[config.mk]
export PLATFORM = sky130hd
export DESIGN_NAME = dets_stamper
export DESIGN_NICKNAME = d
export VERILOG_FILES = /design/src/rtl/dets_pkg.sv /design/src/rtl/dets_sampler.sv /design/src/rtl/dets_edge_find.sv /design/src/rtl/dets_fifo.sv /design/src/rtl/dets_stamper.sv
export SDC_FILE = /design/constraint.sdc
export NUM_CORES = 1
export LEC_CHECK = 0
export BUFFER_PORTS_ARGS = -buffer_cell sky130_fd_sc_hd__buf_4
export CORE_UTILIZATION = 45
export CTS_CLUSTER_DIAMETER = 30
export CTS_CLUSTER_SIZE = 8
export DETAILED_ROUTE_END_ITERATION = 16
export PLACE_DENSITY_LB_ADDON = 0.08
export SLEW_MARGIN = 40
export SYNTH_ARGS = -nofsm -noshare
export SYNTH_HDL_FRONTEND = slang
export SYNTH_SLANG_ARGS = --single-unit
[constraint.sdc]
create_clock -name clk -period 6.55 [get_ports clk]
set_input_delay 0.3275 -clock clk [delete_from_list [all_inputs] [get_ports clk]]
set_output_delay 0.3275 -clock clk [all_outputs]
set_load 0.02 [all_outputs]
[src/rtl/dets_pkg.sv]
`timescale 1ns/1ps
package dets_pkg;

    // Phase bit of a time code: which sample of the period saw the rise first.
    typedef enum logic {
        HALF_RISE = 1'b0,
        HALF_FALL = 1'b1
    } half_e;

    // Fewest synchronizer flops allowed on each sample path.
    localparam int MIN_SYNC = 2;

endpackage

[src/rtl/dets_sampler.sv]
`timescale 1ns/1ps
// Two synchronizer chains of equal depth, one clocked on each clock edge.
module dets_sampler #(
    parameter int STAGES = 2
) (
    input  logic clk,
    input  logic rst_n,
    input  logic hit_async,
    output logic smp_rise,
    output logic smp_fall
);
    localparam int S = (STAGES < dets_pkg::MIN_SYNC) ? dets_pkg::MIN_SYNC : STAGES;

    logic [S-1:0] rise_d, rise_q;
    logic [S-1:0] fall_d, fall_q;

    always_comb begin
        rise_d = {rise_q[S-2:0], hit_async};
        fall_d = {fall_q[S-2:0], hit_async};
    end

    always_ff @(posedge clk or negedge rst_n) begin
        if (!rst_n) rise_q <= '0;
        else        rise_q <= rise_d;
    end

    always_ff @(negedge clk or negedge rst_n) begin
        if (!rst_n) fall_q <= '0;
        else        fall_q <= fall_d;
    end

    assign smp_rise = rise_q[S-1];
    assign smp_fall = fall_q[S-1];

endmodule

[src/rtl/dets_edge_find.sv]
`timescale 1ns/1ps
// Walks the interleaved samples, with the rising-edge sample before the
// falling-edge sample, finds 0->1 changes, and applies the one-period re-arm rule.
module dets_edge_find #(
    parameter int CNT_W = 12,
    parameter int LAT   = 2
) (
    input  logic             clk,
    input  logic             rst_n,
    input  logic             smp_rise,
    input  logic             smp_fall,
    output logic             ev_valid,
    output logic [CNT_W:0]   ev_stamp
);
    import dets_pkg::*;

    localparam logic [CNT_W-1:0] LAT_C = CNT_W'(LAT);

    typedef struct packed {
        logic [CNT_W-1:0] cnt;
        logic             prev_fall;
        logic             armed;
        logic             ev;
        logic [CNT_W:0]   stamp;
    } st_t;

    st_t   s_d, s_q;
    logic  hit_rise, hit_fall, arm_mid;
    half_e phase;

    always_comb begin
        s_d     = s_q;
        s_d.cnt = s_q.cnt + 1'b1;

        // Rising-edge sample of period k comes after falling sample of k-1.
        hit_rise = s_q.armed & ~s_q.prev_fall & smp_rise;
        if (hit_rise)                          arm_mid = 1'b0;
        else if (~s_q.prev_fall & ~smp_rise)   arm_mid = 1'b1;
        else                                   arm_mid = s_q.armed;

        // Falling-edge sample of period k comes after rising sample of k.
        hit_fall = arm_mid & ~smp_rise & smp_fall;
        if (hit_fall)                          s_d.armed = 1'b0;
        else if (~smp_rise & ~smp_fall)        s_d.armed = 1'b1;
        else                                   s_d.armed = arm_mid;

        phase         = hit_fall ? HALF_FALL : HALF_RISE;
        s_d.prev_fall = smp_fall;
        s_d.ev        = hit_rise | hit_fall;
        s_d.stamp     = {s_q.cnt - LAT_C, logic'(phase)};
    end

    always_ff @(posedge clk or negedge rst_n) begin
        if (!rst_n) begin
            s_q           <= '0;
            s_q.armed     <= 1'b1;
        end else begin
            s_q <= s_d;
        end
    end

    assign ev_valid = s_q.ev;
    assign ev_stamp = s_q.stamp;


    fall_lockout_chk: assert property (@(posedge clk) disable iff (!rst_n)
        (ev_valid && ev_stamp[0]) |=> !ev_valid);

endmodule

[src/rtl/dets_fifo.sv]
`timescale 1ns/1ps
// Small first-word-fall-through queue with a sticky loss flag.
module dets_fifo #(
    parameter int W     = 13,
    parameter int DEPTH = 8
) (
    input  logic         clk,
    input  logic         rst_n,
    input  logic         wr_req,
    input  logic [W-1:0] wr_data,
    input  logic         rd_req,
    output logic         rd_valid,
    output logic [W-1:0] rd_data,
    output logic         ovf
);
    localparam int AW = (DEPTH > 1) ? $clog2(DEPTH) : 1;
    localparam int CW = $clog2(DEPTH + 1);

    typedef struct packed {
        logic [AW-1:0] wp;
        logic [AW-1:0] rp;
        logic [CW-1:0] cnt;
        logic          ovf;
    } fs_t;

    fs_t          f_d, f_q;
    logic [W-1:0] mem [DEPTH];
    logic         full, empty, do_wr, do_rd;

    function automatic logic [AW-1:0] bump(input logic [AW-1:0] p);
        return (p == AW'(DEPTH - 1)) ? '0 : p + 1'b1;
    endfunction

    always_comb begin
        full  = (f_q.cnt == CW'(DEPTH));
        empty = (f_q.cnt == '0);
        do_wr = wr_req & ~full;
        do_rd = rd_req & ~empty;
        f_d   = f_q;
        if (do_wr) f_d.wp = bump(f_q.wp);
        if (do_rd) f_d.rp = bump(f_q.rp);
        case ({do_wr, do_rd})
            2'b10:   f_d.cnt = f_q.cnt + 1'b1;
            2'b01:   f_d.cnt = f_q.cnt - 1'b1;
            default: f_d.cnt = f_q.cnt;
        endcase
        if (wr_req && full) f_d.ovf = 1'b1;
    end

    always_ff @(posedge clk or negedge rst_n) begin
        if (!rst_n) f_q <= '0;
        else        f_q <= f_d;
    end

    always_ff @(posedge clk) begin
        if (do_wr) mem[f_q.wp] <= wr_data;
    end

    assign rd_valid = ~empty;
    assign rd_data  = mem[f_q.rp];
    assign ovf      = f_q.ovf;


    fill_bound_chk: assert property (@(posedge clk) disable iff (!rst_n)
        f_q.cnt <= CW'(DEPTH));


    loss_flag_chk: assert property (@(posedge clk) disable iff (!rst_n)
        (wr_req && !rd_valid == 1'b0 && f_q.cnt == CW'(DEPTH)) |=> ovf);


    loss_sticky_chk: assert property (@(posedge clk) disable iff (!rst_n)
        ovf |=> ovf);

endmodule

[src/rtl/dets_stamper.sv]
`timescale 1ns/1ps
// Top: dual-edge sampling, transition finding and time-code queue.
module dets_stamper #(
    parameter int CNT_W       = 12,
    parameter int SYNC_STAGES = 2,
    parameter int FIFO_DEPTH  = 8
) (
    input  logic             clk,
    input  logic             rst_n,
    input  logic             hit_in,
    input  logic             ts_ready,
    output logic             ts_valid,
    output logic [CNT_W:0]   ts_data,
    output logic             ts_overflow
);
    localparam int TS_W = CNT_W + 1;
    localparam int SYNC = (SYNC_STAGES < dets_pkg::MIN_SYNC) ? dets_pkg::MIN_SYNC : SYNC_STAGES;

    logic            smp_rise, smp_fall;
    logic            ev_valid;
    logic [TS_W-1:0] ev_stamp;

    dets_sampler #(.STAGES(SYNC)) u_sampler (
        .clk       (clk),
        .rst_n     (rst_n),
        .hit_async (hit_in),
        .smp_rise  (smp_rise),
        .smp_fall  (smp_fall)
    );

    dets_edge_find #(.CNT_W(CNT_W), .LAT(SYNC)) u_edge (
        .clk      (clk),
        .rst_n    (rst_n),
        .smp_rise (smp_rise),
        .smp_fall (smp_fall),
        .ev_valid (ev_valid),
        .ev_stamp (ev_stamp)
    );

    dets_fifo #(.W(TS_W), .DEPTH(FIFO_DEPTH)) u_queue (
        .clk      (clk),
        .rst_n    (rst_n),
        .wr_req   (ev_valid),
        .wr_data  (ev_stamp),
        .rd_req   (ts_ready),
        .rd_valid (ts_valid),
        .rd_data  (ts_data),
        .ovf      (ts_overflow)
    );


    head_hold_chk: assert property (@(posedge clk) disable iff (!rst_n)
        (ts_valid && !ts_ready) |=> (ts_valid && $stable(ts_data)));

endmodule

# ---- After elaboration in Yosys (flattened, before gate mapping)
# Memories as Yosys holds them, arrays and structs flattened.
# Index checks and enable logic that the tools add are counted.
dict set report classes {
  addsub 6
  eq_ne 5
  mux 10
  bitwise 14
  n_reduce_logical 3
}
# cell n
set ops {}
lappend ops {{$add A12 B1 Y12 const B} 1}
lappend ops {{$sub A12 B2 Y12 const B} 1}
lappend ops {{$and A1 B1 Y1} 8}
lappend ops {{$pmux W4 S2} 1}
lappend ops {{$mux W1} 7}
lappend ops {{$add A3 B1 Y3 const B} 2}
lappend ops {{$eq A3 B3 Y1 const B} 2}
lappend ops {{$mux W3} 2}
lappend ops {{$not A1 Y1} 5}
lappend ops {{$add A4 B1 Y4 const B} 1}
lappend ops {{$eq A4 B4 Y1 const B} 1}
lappend ops {{$logic_not A4 Y1} 1}
lappend ops {{$sub A4 B1 Y4 const B} 1}
lappend ops {{$eq A2 B1 Y1 const B} 1}
lappend ops {{$eq A2 B2 Y1 const B} 1}
lappend ops {{$reduce_bool A2 Y1} 1}
lappend ops {{$logic_and A1 B1 Y1} 1}
lappend ops {{$or A1 B1 Y1} 1}
dict set report totals {
  regBits 43
  mem_bits_rw 104
  inputBits 4
  output_inout_bits 15
  word_cells 50
  memories 1
}
# name words width read_ports rd_clocked_by_memory_dff write_ports line
set mem_list {}
lappend mem_list {u_queue.mem 8 13 1 0 1 dets_fifo.sv:27} ;# logic [W-1:0] mem [DEPTH];

# ---- Longest topological paths before layout
# Gate-level depths: netlist (run 1).
dict set report logic_depth {
  word_depth 7
  ltp_mapped 7
  depth_no_buf 7
}

# ---- By module
# From an unflattened synthesis (run 1), not the netlist that was laid out.
dict set report unflattened {
  cells_unflattened 330
  hier_area_um2 6082.1
}
# mod n_inst cells_each area_each_um2 seq_area_each_um2
set modules_own_cells {}
lappend modules_own_cells {dets_fifo 1 221 4727.0 3398.3}
lappend modules_own_cells {dets_edge_find 1 105 1255.0 701.9}
lappend modules_own_cells {dets_sampler 1 4 100.1 100.1}

==> summary.txt, run 1 <==
Worst setup path
  – Data arrival, critical path: approximately 4.4 ns
  – Crit Path Class: reg -> reg
  – CP Capture Type: flop
  – Crit-path max FO: 3
  – Worst path max stage delay: 0.41 ns
  – Reg2reg setup slack: roughly 2.5 ns
  – Slowest cell on the critical path: dfrtn_1
  – Crit path cell chain: nand2b_1, o21ai_0, o2bb2ai_1
  – Startpoint Class: flop
  – Worst Path Required: between 6 and 7 ns

Logic synthesis
  – Ys Warns: 0
  – Synthesized net count: roughly 330
  – Syn Std Cell Area: around 0.0060 mm2
  – Async SR Flop Fraction: between 20% and 30%
  – Top cells by count, synth: edfxtp_1, dfrtp_1, mux4_1
  – Sequential area share after synthesis: around 70%
  – Number of synthesized flops with an enable pin: 104
  – Share of the synthesized area in the top cell type: 52.2%
  – Multiplexer share of the synthesized area: between 10 and 15%
  – Syn Inst Count: between 300 and 400
  – Syn_area_per_cell: around 19 um2
  – Compound-gate portion of the synthesized area: under 10%
  – Primary FF master, synth: edfxtp_1
  – Most common cell in the synthesized netlist: edfxtp_1
  – Post-synthesis xor/xnor area fraction: 3.08%
  – Netlist cell types: a little over 40
  – Synth Area in Simple Gates: 5.38%
  – #FFs+latches synth: 147
  – Synth area leaders: edfxtp_1, dfrtp_1, mux4_1
  – Largest family of logic cells by synthesized area: multiplexers
  – Dominant cell type by area after synthesis: edfxtp_1
  – Post-Synth Adder-Cell Area: under 10%

Power
  – VDD IR max: 0.194 mV
  – Power per cell area: about 400 mW/mm2
  – P_leak: 2.46 nW

Floorplanning
  – Core area: ~0.013 mm2
  – Die footprint: 0.0137 mm2
  – Row cnt: between 40 and 50
  – Die width: between 100 and 150 um
  – Die Y: 117 um
  – IO Pins: 19
  – Starting Density: between 40% and 50%

Global route
  – Largest net degree at the start of global routing: 44
  – First-pass GRT wire length: about 16 mm
  – GRT Util Overall: 16.7%
  – GRT Residual Overflow: 0
  – Antenna violations before repair: 0
  – Vias in the first global route: around 2900

Flow run
  – Max Cap Viol: 0

Clock network
  – # resized after CTS: 0
  – CTS Hold Bufs: 1
  – Max Root-Sink Buffers: 2
  – CTS root buf: clkbuf_16
  – CTS tree: yes
  – H-tree levels: 4
  – Reg clk slew, reported paths: 0.06 ns
  – # clock sinks: between 100 and 150
  – CTS buffer count: 17
  – Worst-Skew Late Latency: 0.41 ns
  – # Post-CTS Setup Buffers: 0

Routing
  – Wire length per cell: between 15 and 20 um
  – ANT nets after route: 0
  – Initial drt markers: around 150
  – Via density: approximately 5.2
  – Vias post-DR: about 2800
  – DRT Pass-1 Iters: 4
  – DR DRC count: 0
  – Drt total wl: 9.86 mm

STA
  – Worst slew margin: 64.6%
  – Setup TNS: 0 ns
  – RSZ-0062 raised after global routing: no
  – Final setup vio count: 0
  – Final Skew: between 0.02 and 0.025 ns
  – Worst slew pin tran: roughly 0.53 ns
  – Fin. max-slew vios: 0
  – Hold Vio Cnt, Final: 0
  – Final hold slack: roughly 0.034 ns

Finish
  – Nets: 365
  – Layout cells sized above 1: around 23%
  – P&R area growth vs syn: 16.0%
  – Number of diodes: 0

Placed design
  – IO Port Bufs: 18
  – Post-DP HPWL: 5.83 mm
  – Placer Congestion: 0.696

Outcome
  – Status: finished clean

Hold path
  – Worst min path class: in -> reg
-- per-layer routing --
layer	part of all wire, %	global-route usage (%)	wire length, um
met1	46	21.2	4510
met2	50	27.1	4910
met3	2.7	4.17	266
met4	1.8	7.85	176
met5	0	0	0
-- sequential cells by signal, summed over array words and instances, names as in the netlist --
register          count
u_queue.ovf           1
u_sampler.rise_q      2
u_edge.s_q           14
u_sampler.fall_q      2
u_queue.mem         104
u_queue.f_q          10
u_edge.ev_stamp      13
u_edge.ev_valid       1
-- worst max-delay path: cells and delay by family, from the launching register on --
kind               cells  cell delay (ns)
AOI/OAI and AO/OA      2             0.20
DFF                    1             0.41
and+or+nand+nor        1             0.08
-- stage by stage --
step	area [um2]	worst slack [ns]	utilization, %	power (mW)	instances
6_report	6930	2.52	54.3	2.78	535
2_1_floorplan	5980	2.54	-	1.67	319
3_3_place_gp	6330	2.51	49.6	1.87	502
5_1_grt	6930	2.41	54.3	2.93	535
4_1_cts	6930	2.50	54.3	2.83	535
3_5_place_dp	6350	2.50	49.7	1.89	502
-- kinds of logic after synthesis --
kind of cell               after synthesis
AOI/OAI and AO/OA                       14
muxes                                   45
buffers and inverters                   25
adders and majority gates               11
xor gates and xnor gates                21
DFF                                    147
and+or+nand+nor                         56
-- cells in the final DEF, fill, tap and decap left out, types with 3 or more instances in the layout --
| master | count |
|---|---|
| ha_1 | 10 |
| o21ai_0 | 4 |
| xnor2_1 | 13 |
| nor3_1 | 4 |
| nor3b_1 | 3 |
| clkbuf_16 | 17 |
| inv_1 | 12 |
| dfrtp_1 | 38 |
| a21oi_1 | 3 |
| mux2_2 | 18 |
| nor2_1 | 5 |
| nand3_1 | 10 |
| bufinv_16 | 3 |
| xor2_1 | 8 |
| edfxtp_1 | 104 |
| clkinv_2 | 3 |
| mux4_1 | 25 |
| nand2b_1 | 4 |
| nor3_2 | 4 |
| clkinv_1 | 6 |
| buf_4 | 24 |
| nand2_1 | 8 |
| nor2_4 | 3 |
-- final cells by class --
type / instances / area [um2]
clock buffers: 18 / 429
well taps: 172 / 215
clock inverters: 14 / 144
multi-input cells: 147 / 1710
inverters: 12 / 45.0
fillers: 984 / 5840
flip-flops and latches: 147 / 4210
repair buffers: 25 / 190
-- power by group --
part           internal (mW)  switching, mW  total (mW)
Clock                  0.588          0.344       0.932
Sequential              1.09          0.128        1.22
Combinational          0.340          0.296       0.636
-- worst paths after layout --
kind	start	endpoint	depth (start not counted)
min	hit_in	u_sampler.rise_q[0]	1
min reg2reg	u_sampler.fall_q[0]	u_sampler.fall_q[1]	0
max in group asynchronous	rst_n	u_sampler.fall_q[0]	2
max	u_sampler.fall_q[1]	u_edge.ev_valid	3
max reg2reg	u_sampler.fall_q[1]	u_edge.ev_valid	3
min in group asynchronous	rst_n	u_queue.f_q[4]	2
Note: power is estimated with default switching activity, not from simulation.
==> run 2: changes to the inputs <==
clock period = 4.1 ns   (was 6.55 ns; I/O delays follow)
==> run 2 against run 1 <==
Compared with the run above:
- first-iteration DRC count rose by 31%
- worst setup slack got worse by 1.4 ns
- flip-flop and latch count did not move
- register-to-register slack got worse by 1.4 ns
- highest routed layer unchanged
- routed wire length rose by 0.71%
- critical path type unchanged
- via count rose by 1.5%
- clock skew barely moved
- hold slack improved by 0.079 ns
==> summary.txt, run 2 (synthesis results as in run 1) <==
Flow run
  – Max Cap Viol: 0

Routing
  – Drt total wl: roughly 9.9 mm
  – ANT nets after route: 0
  – DR DRC count: 0
  – Wire length per cell: 18.5 um
  – DRT Pass-1 Iters: 4
  – Initial drt markers: between 200 and 250
  – Via density: 5.27
  – Vias post-DR: approximately 2800

Power
  – Design Power: 4.62 mW
  – VDD IR max: ~0.35 mV
  – P_leak: 2.49 nW
  – Power per cell area: 659 mW/mm2

STA
  – Worst slew margin: 46.0%
  – Worst slew pin tran: 0.811 ns
  – PnR worst setup slack: 1.14 ns
  – Fin. max-slew vios: 0
  – Crit share post-route: approximately 72%
  – Final hold slack: 0.113 ns
  – Minimum clock period after layout: 2.96 ns
  – RSZ-0062 raised after global routing: no
  – Setup TNS: 0 ns
  – Max Fclk: approximately 340 MHz
  – Hold Vio Cnt, Final: 0
  – Final setup vio count: 0
  – Final Skew: ~0.022 ns

Global route
  – Antenna violations before repair: 0
  – Vias in the first global route: between 2000 and 3000
  – GRT Util Overall: between 10% and 20%
  – GRT Residual Overflow: 0
  – First-pass GRT wire length: 15.7 mm
  – Largest net degree at the start of global routing: between 40 and 50

Finish
  – P&R area growth vs syn: 17.2%
  – Commonest non-fill, non-tap cell in the layout: edfxtp_1
  – Fin cells: 537
  – Max reg flops: around 100
  – Core Util, Final: a little over half
  – Most flops, register: u_queue.mem
  – Post-route design area: about 0.007 mm2
  – Layout cells sized above 1: between 20% and 30%
  – Number of diodes: 0
  – Nets: 367
  – Most frequent cells in the layout: edfxtp_1, dfrtp_1, mux4_1, buf_4, mux2_2

Placed design
  – Post-DP HPWL: between 5 and 6 mm
  – DP Area: approximately 0.0063 mm2
  – Dpl ws: 1.16 ns
  – Placer Congestion: 0.671
  – IO Port Bufs: 18
  – Placed insts: 503

Worst setup path
  – Worst Path Required: 4.39 ns
  – Startpoint Class: flop
  – CP Capture Type: flop
  – Crit path cell chain: or4b_4, nand2_4, ha_1, ha_1, or4b_2, o311ai_0, o211ai_1
  – Worst setup path startpoint: u_queue.f_q[1]
  – Crit path buf inv count: 0
  – R2R Path Start: u_queue.f_q[1]
  – Slowest cell on the critical path: or4b_2
  – Reg-to-reg endpoint: u_queue.f_q[4]
  – Worst path max stage delay: ~0.65 ns
  – Crit Path Class: reg -> reg
  – Worst path top cell family by delay: simple AND/OR/NAND/NOR gates
  – Crit-path max FO: 9
  – Data arrival, critical path: 3.24 ns
  – Most used cell, CP: ha_1
  – Reg2reg setup slack: about 1.1 ns
  – R2r worst-path depth: 7

Hold path
  – Hold path endpoint: u_queue.f_q[6]
  – Hold_sp: ts_ready
  – Worst min path class: in -> reg
  – WHS Path Cells: 3

Floorplanning
  – Die footprint: ~0.014 mm2
  – Die Y: between 100 and 150 um
  – Core area: approximately 0.013 mm2
  – Starting Density: a little under half
  – IO Pins: 19
  – Die width: between 100 and 150 um
  – Row cnt: 41

Clock network
  – H-tree levels: 4
  – CTS tree: yes
  – Worst-Skew Late Latency: approximately 0.41 ns
  – Reg clk slew, reported paths: ~0.060 ns
  – # resized after CTS: 0
  – # Post-CTS Setup Buffers: 0
  – Max Root-Sink Buffers: 2
  – CTS Hold Bufs: 2
  – CTS buffer count: 17
  – CTS root buf: clkbuf_16
  – # clock sinks: roughly 150

Outcome
  – Status: finished clean
==> run 2: how the worst max path moves through the flow <==
stage                 endpoint  slack [ns]  cells past startpoint
3_3_place_gp    u_queue.f_q[4]        1.26                      7
6_report        u_queue.f_q[4]        1.14                      7
4_1_cts         u_queue.f_q[4]        1.15                      7
5_1_grt         u_queue.f_q[4]        1.01                      7
3_5_place_dp    u_queue.f_q[4]        1.16                      7
2_1_floorplan  u_edge.ev_valid        1.32                      3
==> run 2: layout make-up <==
| class | instances | area, um2 |
|---|---|---|
| Inverter | 12 | 45.0 |
| Multi-Input combinational cell | 147 | 1700 |
| Clock buffer | 19 | 433 |
| Sequential cell | 147 | 4200 |
| Fill cell | 998 | 5770 |
| Timing Repair Buffer | 27 | 208 |
| Tap cell | 172 | 215 |
| Clock inverter | 13 | 208 |
==> run 2: worst reg2reg max path, cell delays in order (launching register included) <==
cell and delay [ns]:
dfrtp_1 0.48, or4b_4 0.61, nand2_4 0.16, ha_1 0.33, ha_1 0.34, or4b_2 0.66
o311ai_0 0.13, o211ai_1 0.12
==> run 2: power breakdown <==
group          switching [mW]  leakage, nW  internal, mW
logic                   0.469        0.764         0.544
registers               0.204         1.43          1.73
clock network           0.585        0.300          1.08
total                    1.26         2.49          3.36
==> run 2: metal layers <==
layer	track usage, %	share of wire [%]
met5	0	0
met4	7.85	1.8
met3	4.48	3.1
met2	27.2	50
met1	20.9	45
